### src/rtl/rxwk_pkg.sv
package rxwk_pkg;

  localparam int unsigned DEF_TICK_DIV     = 256;
  localparam int unsigned DEF_QUAL_TICKS   = 128;
  localparam int unsigned DEF_BOOST_CYCLES = 65536;

  // counter width able to hold values 0 .. n-1 (at least one bit)
  function automatic int unsigned cnt_w(input int unsigned n);
    return (n < 2) ? 1 : $clog2(n);
  endfunction

endpackage

### src/rtl/rxwk_sync.sv
module rxwk_sync #(
  parameter int unsigned           WIDTH   = 1,
  parameter logic [WIDTH-1:0]      RST_VAL = '0
) (
  input  logic             clk,
  input  logic             rst_n,
  input  logic [WIDTH-1:0] d_async,
  output logic [WIDTH-1:0] q_sync
);

  logic [WIDTH-1:0] meta_q;
  logic [WIDTH-1:0] sync_q;

  always_ff @(posedge clk or negedge rst_n) begin
    if (!rst_n) begin
      meta_q <= RST_VAL;
      sync_q <= RST_VAL;
    end else begin
      meta_q <= d_async;
      sync_q <= meta_q;
    end
  end

  assign q_sync = sync_q;

endmodule

### src/rtl/rxwk_prescale.sv
module rxwk_prescale
  import rxwk_pkg::*;
#(
  parameter int unsigned DIV = DEF_TICK_DIV
) (
  input  logic clk,
  input  logic rst_n,
  input  logic run_i,
  output logic tick_o
);

  localparam int unsigned CW   = cnt_w(DIV);
  localparam logic [CW-1:0] LAST = CW'(DIV - 1);

  logic [CW-1:0] cnt_q, cnt_d;

  always_comb begin
    cnt_d = cnt_q;
    if (!run_i)             cnt_d = '0;
    else if (cnt_q == LAST) cnt_d = '0;
    else                    cnt_d = cnt_q + CW'(1);
  end

  always_ff @(posedge clk or negedge rst_n) begin
    if (!rst_n) cnt_q <= '0;
    else        cnt_q <= cnt_d;
  end

  assign tick_o = run_i && (cnt_q == LAST);

  generate
    if (DIV > 1) begin : g_spacing
      // consecutive ticks are never adjacent when dividing
      a_r2_tick_spacing: assert property (@(posedge clk) disable iff (!rst_n)
        tick_o |=> !tick_o);
    end
  endgenerate

  // a stopped prescaler restarts from zero phase
  a_r5_idle_restart: assert property (@(posedge clk) disable iff (!rst_n)
    !run_i |=> !tick_o || (DIV == 1));

endmodule

### src/rtl/rxwk_qual.sv
module rxwk_qual
  import rxwk_pkg::*;
#(
  parameter int unsigned QUAL = DEF_QUAL_TICKS
) (
  input  logic clk,
  input  logic rst_n,
  input  logic hold_i,
  input  logic carrier_i,
  input  logic tick_i,
  output logic active_o
);

  localparam int unsigned CW   = cnt_w(QUAL + 1);
  localparam logic [CW-1:0] FULL = CW'(QUAL);

  logic [CW-1:0] cnt_q, cnt_d;
  logic          act_q, act_d;

  always_comb begin
    cnt_d = cnt_q;
    if (hold_i || !carrier_i)          cnt_d = '0;
    else if (tick_i && cnt_q != FULL)  cnt_d = cnt_q + CW'(1);
    act_d = (cnt_d == FULL);
  end

  always_ff @(posedge clk or negedge rst_n) begin
    if (!rst_n) begin
      cnt_q <= '0;
      act_q <= 1'b0;
    end else begin
      cnt_q <= cnt_d;
      act_q <= act_d;
    end
  end

  assign active_o = act_q;

  // carrier loss clears the flag on the next edge
  a_r4_loss_clears: assert property (@(posedge clk) disable iff (!rst_n)
    !carrier_i |=> !active_o);

  // standby holds the flag and counter clear
  a_r5_hold_clear: assert property (@(posedge clk) disable iff (!rst_n)
    hold_i |=> (!active_o && cnt_q == '0));

  // the flag only rises on a counted tick
  a_r3_rise_on_tick: assert property (@(posedge clk) disable iff (!rst_n)
    $rose(active_o) |-> $past(tick_i && carrier_i && !hold_i));

  // once raised the flag persists while carrier stays and no standby
  a_r2_flag_sticks: assert property (@(posedge clk) disable iff (!rst_n)
    (active_o && carrier_i && !hold_i) |=> active_o);

endmodule

### src/rtl/rxwk_boost.sv
module rxwk_boost
  import rxwk_pkg::*;
#(
  parameter int unsigned LEN = DEF_BOOST_CYCLES
) (
  input  logic clk,
  input  logic rst_n,
  input  logic hold_i,
  output logic boost_o,
  output logic en_o
);

  localparam int unsigned CW   = cnt_w(LEN);
  localparam logic [CW-1:0] LAST = CW'(LEN - 1);

  logic [CW-1:0] cnt_q, cnt_d;
  logic          boost_q, boost_d;
  logic          prev_q, prev_d;
  logic          en_q, en_d;

  always_comb begin
    cnt_d   = cnt_q;
    boost_d = boost_q;
    prev_d  = hold_i;
    en_d    = !hold_i;
    if (hold_i) begin
      boost_d = 1'b0;
      cnt_d   = '0;
    end else if (prev_q) begin
      boost_d = 1'b1;
      cnt_d   = LAST;
    end else if (boost_q) begin
      if (cnt_q == '0) boost_d = 1'b0;
      else             cnt_d   = cnt_q - CW'(1);
    end
  end

  always_ff @(posedge clk or negedge rst_n) begin
    if (!rst_n) begin
      cnt_q   <= '0;
      boost_q <= 1'b0;
      prev_q  <= 1'b1;
      en_q    <= 1'b0;
    end else begin
      cnt_q   <= cnt_d;
      boost_q <= boost_d;
      prev_q  <= prev_d;
      en_q    <= en_d;
    end
  end

  assign boost_o = boost_q;
  assign en_o    = en_q;

  // leaving standby opens the window on the next edge
  a_r7_window_opens: assert property (@(posedge clk) disable iff (!rst_n)
    (!hold_i && prev_q) |=> boost_o);

  // the window stays open while the timer has cycles left
  a_r7_window_holds: assert property (@(posedge clk) disable iff (!rst_n)
    (boost_o && cnt_q != '0 && !hold_i) |=> boost_o);

  // standby closes the window and the sources together
  a_r8_shut_kills: assert property (@(posedge clk) disable iff (!rst_n)
    hold_i |=> (!boost_o && !en_o));

  // boost never runs without the sources enabled
  a_r6_boost_needs_en: assert property (@(posedge clk) disable iff (!rst_n)
    boost_o |-> en_o);

endmodule

### src/rtl/rxwk_ctrl.sv
module rxwk_ctrl
  import rxwk_pkg::*;
#(
  parameter int unsigned TICK_DIV     = DEF_TICK_DIV,
  parameter int unsigned QUAL_TICKS   = DEF_QUAL_TICKS,
  parameter int unsigned BOOST_CYCLES = DEF_BOOST_CYCLES
) (
  input  logic clk,
  input  logic rst_n,
  input  logic shut_req,
  input  logic carrier_raw,
  output logic wake_n,
  output logic agc_en,
  output logic agc_boost
);

  logic [1:0] sync_q;
  logic       shut_s;
  logic       carrier_s;
  logic       tick;
  logic       active;

  // bit 0 standby (resets to standby), bit 1 carrier (resets absent)
  rxwk_sync #(.WIDTH(2), .RST_VAL(2'b01)) u_sync (
    .clk     (clk),
    .rst_n   (rst_n),
    .d_async ({carrier_raw, shut_req}),
    .q_sync  (sync_q)
  );

  assign shut_s    = sync_q[0];
  assign carrier_s = sync_q[1];

  rxwk_prescale #(.DIV(TICK_DIV)) u_prescale (
    .clk    (clk),
    .rst_n  (rst_n),
    .run_i  (!shut_s),
    .tick_o (tick)
  );

  rxwk_qual #(.QUAL(QUAL_TICKS)) u_qual (
    .clk       (clk),
    .rst_n     (rst_n),
    .hold_i    (shut_s),
    .carrier_i (carrier_s),
    .tick_i    (tick),
    .active_o  (active)
  );

  rxwk_boost #(.LEN(BOOST_CYCLES)) u_boost (
    .clk     (clk),
    .rst_n   (rst_n),
    .hold_i  (shut_s),
    .boost_o (agc_boost),
    .en_o    (agc_en)
  );

  assign wake_n = ~active;

  // standby at the synchronizer output forces the flag high next edge
  a_r5_standby_flag: assert property (@(posedge clk) disable iff (!rst_n)
    shut_s |=> (wake_n && !agc_boost));

  // reset value check on the outputs
  always_ff @(posedge clk) begin
    if (!rst_n) begin
      a_r1_reset_outputs: assert (wake_n && !agc_en && !agc_boost);
    end
  end

endmodule

### config.mk
export PLATFORM = sky130hd
export DESIGN_NAME = rxwk_ctrl
export DESIGN_NICKNAME = d
export VERILOG_FILES = /design/src/rtl/rxwk_pkg.sv /design/src/rtl/rxwk_sync.sv /design/src/rtl/rxwk_prescale.sv /design/src/rtl/rxwk_qual.sv /design/src/rtl/rxwk_boost.sv /design/src/rtl/rxwk_ctrl.sv
export SDC_FILE = /design/constraint.sdc
export NUM_CORES = 1
export LEC_CHECK = 0
export BUFFER_PORTS_ARGS = -buffer_cell sky130_fd_sc_hd__buf_2
export CELL_PAD_IN_SITES_DETAIL_PLACEMENT = 0
export CELL_PAD_IN_SITES_GLOBAL_PLACEMENT = 2
export CORE_UTILIZATION = 25
export CTS_CLUSTER_DIAMETER = 100
export DETAILED_ROUTE_END_ITERATION = 10
export PLACE_DENSITY = 0.53
export SLEW_MARGIN = 20
export SYNTH_ARGS = -nofsm -noshare
export SYNTH_HDL_FRONTEND = slang
export SYNTH_HIERARCHICAL = 1
export SYNTH_SLANG_ARGS = --single-unit
### constraint.sdc
create_clock -name clk -period 2 [get_ports clk]
set_input_delay 0.4 -clock clk [delete_from_list [all_inputs] [get_ports clk]]
set_output_delay 0.4 -clock clk [all_outputs]
set_load 0.01 [all_outputs]
==> summary.txt, run 1 <==
Clock network
  – # clock sinks: 40
  – H-tree depth: 2
  – CTS tree: built
  – Root buffer cell: clkbuf_8
  – Worst skew pair latency: 0.29 ns
  – CTS buffer count: 5
  – Bufs on Longest Clock Path: 2
  – Reg clk slew, reported paths: 0.08 ns

Pwr
  – Final Power: 0.00188 W
  – Pwr dens: 618 mW/mm2
  – Leakage: 1.23 nW
  – Worst VDD drop: 0.000345 V

Die
  – FP Rows: 33
  – Die height: 94.6 um
  – Die width: 94.6 um
  – IO Pins: 7
  – Core area: 0.00826 mm2
  – Initial Util: 26.0%
  – DIE AREA: 0.00896 mm2

Hold path
  – Hold Path Class: in -> async

Drt
  – Post-route ant nets: 0
  – Post-Route WL: 5.88 mm
  – DRC marker count from the first detailed-route iteration: 75
  – Drt first pass iters: 4
  – Routed vias/inst: 5.14
  – # DRC: 0
  – DR WL/cell: 15.5 um
  – DR vias: 1953

Yosys
  – Number of synthesized flops with an enable pin: 0
  – Ys flop type: dfrtp_1
  – Synth Cell Area: 0.00215 mm2
  – Synth top area cells: dfrtp_1, dfstp_2, or4_1, a31oi_1, nor2_1
  – Yosys warns: 6
  – Seq/Total Area, Yosys: 46.8%
  – Post-synth ARST share: 100%
  – Register bit total from synthesis: 40
  – Syn avg cell area: 10.1 um2
  – Cells after Synth: 213
  – Synth area leader: dfrtp_1
  – Netlist cell types: 57
  – Post-synth top area share: 43.1%
  – Synth Net Count: 221

Cells and area
  – Most frequent cells in the layout: buf_4, dfrtp_1, nor2_1, a31oi_1, nand2_1
  – Final core occ: 36.9%
  – Commonest non-fill, non-tap cell in the layout: buf_4
  – N_diodes: 0
  – # nets final: 282
  – Synthesis-to-finish area growth: 42.0%
  – Proportion of layout cells with a drive suffix above 1: 41.8%

Critical path
  – Worst-path cell chain: buf_6 -> or4_4 -> o41a_1 -> buf_4 -> and4_1 -> a211oi_2
  – Worst path slowest cell: or4_4
  – CP Launch Type: flop
  – WP data required: 2.21 ns
  – WS Path Type: reg -> reg
  – Critical Path Max Stage Delay: 0.54 ns
  – Worst Path Max Fanout: 4
  – Crit. End Element: flop
  – Worst path arrival time: 2.34 ns

Global route
  – Initial antenna violation count: 0
  – GRT Total Usage: 13.7%
  – Vias in the first global route: 1934
  – Largest net degree at the start of global routing: 25
  – GRT Residual Overflow: 0
  – First-pass GRT wire length: 9.48 mm

Flow run
  – Max cap viols: 0

STA
  – Final Hold Violating Endpoints: 0
  – Slew Limit Fails: 0
  – Max Clk Rate: 469 MHz
  – Setup Skew: 0.00419 ns
  – Min Clock Period, post-route: 2.13 ns
  – Setup TNS: -0.884 ns
  – Worst-Margin Slew: 0.574 ns
  – Unrepaired setup endpoints after global routing: yes
  – Final period util: 107%
  – Final setup fails: 12
  – Post-route setup slack: -0.130 ns
  – Hold_ws: 0.0420 ns
  – Slew margin rel.: 61.7%

Placement
  – Placer Congestion: 0.780
  – PortBufs: 6
  – Post-DP HPWL: 3.72 mm

Status
  – Violated checks: setup timing
  – Status: finished, violations left
## metrics by stage
stage | worst slack (ns) | cells | instance area [um2]
final | -0.130 | 380 | 3050
after global routing | -0.287 | 380 | 3050
after CTS | -0.0987 | 370 | 2810
after detailed placement | -0.161 | 352 | 2550
after global placement | -0.113 | 352 | 2550
after floorplan | -0.0543 | 213 | 2150
## power breakdown
group	total (W)	internal (W)	switching, W
clock	0.000662	0.000369	0.000293
combinational	0.000338	0.000174	0.000164
sequential	0.000881	0.000847	0.0000333
total	0.00188	0.00139	0.000491
## per-layer routing
layer  vias to the layer above  wire length (um)  global-route usage [%]  share of wire (%)
met1                       997              2660                    17.3                 45
met2                        18              3050                    23.3                 52
met5                         -                 0                       0                  0
met3                         6               119                    2.66                2.0
met4                         0                55                    4.55               0.94
li1                        932                 -                       -                  -
## final timing paths
check	from	endpoint	slack (ns)	cells after the start
worst min-delay path	rst_n	u_boost/cnt_q[4]$_DFFE_PN0P_	0.04	1
worst max-delay path	u_boost/cnt_q[4]$_DFFE_PN0P_	u_boost/cnt_q[5]$_DFFE_PN0P_	-0.13	6
max in group asynchronous	rst_n	u_boost/cnt_q[8]$_DFFE_PN0P_	1.48	2
min in group clk	shut_req	u_sync/meta_q[0]$_DFF_PN1_	0.20	1
worst max register to register	u_boost/cnt_q[4]$_DFFE_PN0P_	u_boost/cnt_q[5]$_DFFE_PN0P_	-0.13	6
worst min register to register	u_sync/meta_q[0]$_DFF_PN1_	u_sync/q_sync[0]$_DFF_PN1_	0.36	0
## synth_stat cells (all sizes together) (3+ instances only)
cell type and count:
a21oi 7, a311oi 3, a31oi 10, and4 3, buf 7, clkbuf 4
dfrtp 37, dfstp 3, ha 4, inv 10, nand2 11, nand3 8
nand4 4, nor2 15, nor3 6, nor4 5, o211ai 3, o21ai 8
o31ai 4, or3 9, or4 11, xnor2 6, xor2 5
## critical path, delay by kind of cell, from the launching register on
kind	cells	cell delay, ns
compound gates	2	0.65
buf+inv	2	0.30
flops	1	0.40
simple gates	2	0.69
## flip-flops by register name, summed over array words and instances, names as in the netlist, 2 cells and up
signal	count
u_prescale/cnt_q	8
u_qual/cnt_q	8
u_boost/cnt_q	16
u_sync/q_sync	2
u_sync/meta_q	2
## cell families (layout without fill, tap and decap cells)
kind of cell / count (synthesis) / after routing / share of synthesized area [%]
compound gates: 50 / 50 / 17.3
xor+xnor: 11 / 11 / 4.49
fa+ha+maj: 4 / 4 / 2.33
buf+inv: 22 / 84 / 5.07
flops: 40 / 40 / 46.8
mux: 2 / 2 / 0.933
simple gates: 84 / 84 / 23.1
## layout make-up
type	instances	area (um2)
fill	843	5210
clock buffer	5	68.8
timing repair buffer	65	528
sequential	40	1000
multi-input combinational	151	1230
clock inverter	3	42.5
inverter	11	41.3
tap	105	131
## repair_timing
| item | CTS | global route |
|---|---|---|
| endpoints found under the hold margin | 0 | 0 |
| pin swaps | 8 | 25 |
| hold buffers | 0 | 0 |
| buffers inserted | 10 | 10 |
| resized for setup | 14 | 37 |
| endpoints found under the setup margin | 12 | 23 |
| gates cloned | 0 | 1 |
(Power assumes the default switching activity.)
==> run 2: changes to the inputs <==
--- a/config.mk
+++ b/config.mk
@@ -8,10 +8,12 @@
 export BUFFER_PORTS_ARGS = -buffer_cell sky130_fd_sc_hd__buf_2
 export CELL_PAD_IN_SITES_DETAIL_PLACEMENT = 0
 export CELL_PAD_IN_SITES_GLOBAL_PLACEMENT = 2
+export CORE_ASPECT_RATIO = 1.5
 export CORE_UTILIZATION = 25
 export CTS_CLUSTER_DIAMETER = 100
 export DETAILED_ROUTE_END_ITERATION = 10
 export PLACE_DENSITY = 0.53
+export SKIP_CTS_REPAIR_TIMING = 1
 export SLEW_MARGIN = 20
 export SYNTH_ARGS = -nofsm -noshare
 export SYNTH_HDL_FRONTEND = slang
==> summary.txt, run 2 (synthesized netlist as in run 1, its figures left out) <==
Drt
  – DRC marker count from the first detailed-route iteration: 54 (-28%)
  – Post-Route WL: 5.83 mm (-0.97%)
  – Routed vias/inst: 4.99 (-2.8%)
  – DR WL/cell: 15.5 um (+0.35%)
  – Drt first pass iters: 4 (unchanged)
  – Post-route ant nets: 0 (unchanged)
  – # DRC: 0 (unchanged)
  – DR vias: 1873 (-4.1%)

Cells and area
  – Layout fillers: 859 (+1.9%)
  – Proportion of layout cells with a drive suffix above 1: 36.2% (-5.6 points)
  – # nets final: 275 (-2.5%)
  – Most frequent cells in the layout: buf_4, dfrtp_1, nor2_1, a31oi_1, nand2_1
  – Synthesis-to-finish area growth: 35.6%
  – Commonest non-fill, non-tap cell in the layout: buf_4
  – Top Registers: u_boost/cnt_q (16), u_prescale/cnt_q (8), u_qual/cnt_q (8)
  – Post-route cell area: 0.00291 mm2 (-4.5%)
  – Max reg flops: 16 (unchanged)
  – N_diodes: 0 (unchanged)
  – Largest Register: u_boost/cnt_q

Placement
  – Placement Setup Slack: -0.128 ns (+0.0322 ns)
  – PortBufs: 6 (unchanged)
  – Placer Congestion: 0.800 (+2.7%)
  – Placed Area: 0.00258 mm2 (+1.1%)
  – Post-DP HPWL: 3.90 mm (+4.6%)

Critical path
  – Worst path arrival time: 2.25 ns (-0.09 ns)
  – Worst Path Max Fanout: 7 (+3)
  – Crit. End Element: flop
  – WS Path Type: reg -> reg
  – WP data required: 2.20 ns (about the same)
  – CP Launch Type: flop

Clock network
  – # clock sinks: 40 (unchanged)
  – CTS tree: built
  – Reg clk slew, reported paths: 0.06 ns (-0.02 ns)
  – Bufs on Longest Clock Path: 2 (unchanged)
  – Root buffer cell: clkbuf_16
  – H-tree depth: 2 (unchanged)
  – Worst skew pair latency: 0.28 ns (about the same)
  – CTS buffer count: 5 (unchanged)

Global route
  – First-pass GRT wire length: 9.40 mm (-0.80%)
  – Vias in the first global route: 1879 (-2.8%)
  – Initial antenna violation count: 0 (unchanged)
  – GRT Residual Overflow: 0 (unchanged)
  – Largest net degree at the start of global routing: 41 (+64%)
  – GRT Total Usage: 14.0% (+0.30 points)

Pwr
  – Switching power: 0.000517 W (+5.3%)
  – Leakage: 1.17 nW (-4.6%)
  – Final Power: 0.00202 W (+7.3%)
  – Sw Ratio: 25.6% (-0.47 points)
  – Pwr dens: 694 mW/mm2 (+12%)
  – Combinational share of power: 15.4% (-2.6 points)
  – Reg power frac: 43.6% (-3.2 points)
  – Internal: 0.00150 W (+8.0%)
  – Worst VDD drop: 0.000377 V (+9.3%)
  – Clock power share: 41.0% (+5.8 points)

STA
  – Worst-Margin Slew: 0.551 ns (-0.0236 ns)
  – Slew margin rel.: 63.3% (+1.6 points)
  – Setup Skew: 0.00699 ns (+0.00279 ns)
  – Slew Limit Fails: 0 (unchanged)
  – Hold_ws: 0.187 ns (+0.145 ns)
  – Final period util: 103% (-4.0 points)
  – Unrepaired setup endpoints after global routing: yes
  – Min Clock Period, post-route: 2.05 ns (-0.0792 ns)
  – Final setup fails: 3 (-9)
  – Final Hold Violating Endpoints: 0 (unchanged)
  – Post-route setup slack: -0.0512 ns (+0.0792 ns)
  – Max Clk Rate: 488 MHz (+3.9%)

Status
  – Violated checks: setup timing
  – Status: finished, violations left

Flow run
  – Max cap viols: 0 (unchanged)

Die
  – IO Pins: 7 (unchanged)
  – DIE AREA: 0.00897 mm2 (about the same)
  – Die width: 77.6 um (-18%)
  – FP Rows: 41 (+24%)
  – Die height: 115 um (+22%)
  – Initial Util: 25.7% (-0.32 points)
  – Core area: 0.00836 mm2 (+1.3%)

Hold path
  – Hold Path Class: in -> async
[run 2: cell types whose count changed in the layout (fill, tap and decap cells not counted), moves of 2 or more]
| cell | change |
|---|---|
| clkbuf_8 | -4 |
| xnor2_2 | -2 |
| buf_12 | -2 |
| clkbuf_16 | +5 |
| xnor2_1 | +2 |
| o31ai_2 | +2 |
| buf_6 | -6 |
[run 2: worst paths after layout]
kind | slack (ns) | from | cells after the start | end
worst max-delay path | -0.05 | u_boost/cnt_q[1]$_DFFE_PN0P_ | 5 | u_boost/cnt_q[13]$_DFFE_PN0P_
worst min-delay path | 0.19 | rst_n | 2 | u_prescale/cnt_q[7]$_DFF_PN0_
worst max register to register | -0.05 | u_boost/cnt_q[1]$_DFFE_PN0P_ | 5 | u_boost/cnt_q[13]$_DFFE_PN0P_
worst min register to register | 0.36 | u_sync/meta_q[1]$_DFF_PN0_ | 0 | u_sync/q_sync[1]$_DFF_PN0_
max in group asynchronous | 1.41 | rst_n | 2 | u_boost/cnt_q[6]$_DFFE_PN0P_
min in group clk | 0.21 | shut_req | 1 | u_sync/meta_q[0]$_DFF_PN1_
[run 2: area by class of cell]
class                   count  area (um2)  share of cell area (%)
inverters                  11        41.3                    1.42
well taps                 107         134                    4.60
multi-input cells         151        1150                    39.6
repair buffers             58         428                    14.7
clock inverters             1        7.51                   0.258
flip-flops and latches     40        1010                    34.6
clock buffers               7         143                    4.90
[run 2: power groups by stage]
stage          clock [W]  combinational, W  sequential, W
2_1_floorplan          0          0.000109       0.000896
3_3_place_gp           0          0.000253       0.000891
3_5_place_dp           0          0.000252       0.000890
4_1_cts         0.000863          0.000253       0.000876
5_1_grt         0.000900          0.000337       0.000886
6_report        0.000828          0.000310       0.000880
[run 2: critical path, stage by stage (launching register included)]
cell	delay, ns
dfrtp_1	0.38
buf_4	0.14
or3_4	0.40
or3_4	0.43
or4b_1	0.48
a31oi_1	0.13
[run 2: through the flow]
step / cells / setup TNS [ns] / utilization, %
finish: 375 / -0.103 / 34.8
global route: 375 / -0.837 / 34.8
floorplan: 213 / -0.114 / -
global placement: 359 / -0.496 / 30.9
CTS: 367 / -0.815 / 32.7
detailed placement: 359 / -0.693 / 30.9
[run 2: layer usage]
metal / vias up / routed length, um / GRT usage (%)
li1: 916 / - / -
met2: 20 / 3290 / 27.5
met3: 9 / 125 / 2.76
met1: 928 / 2280 / 14.0
met4: 0 / 134 / 6.54
met5: - / 0 / 0
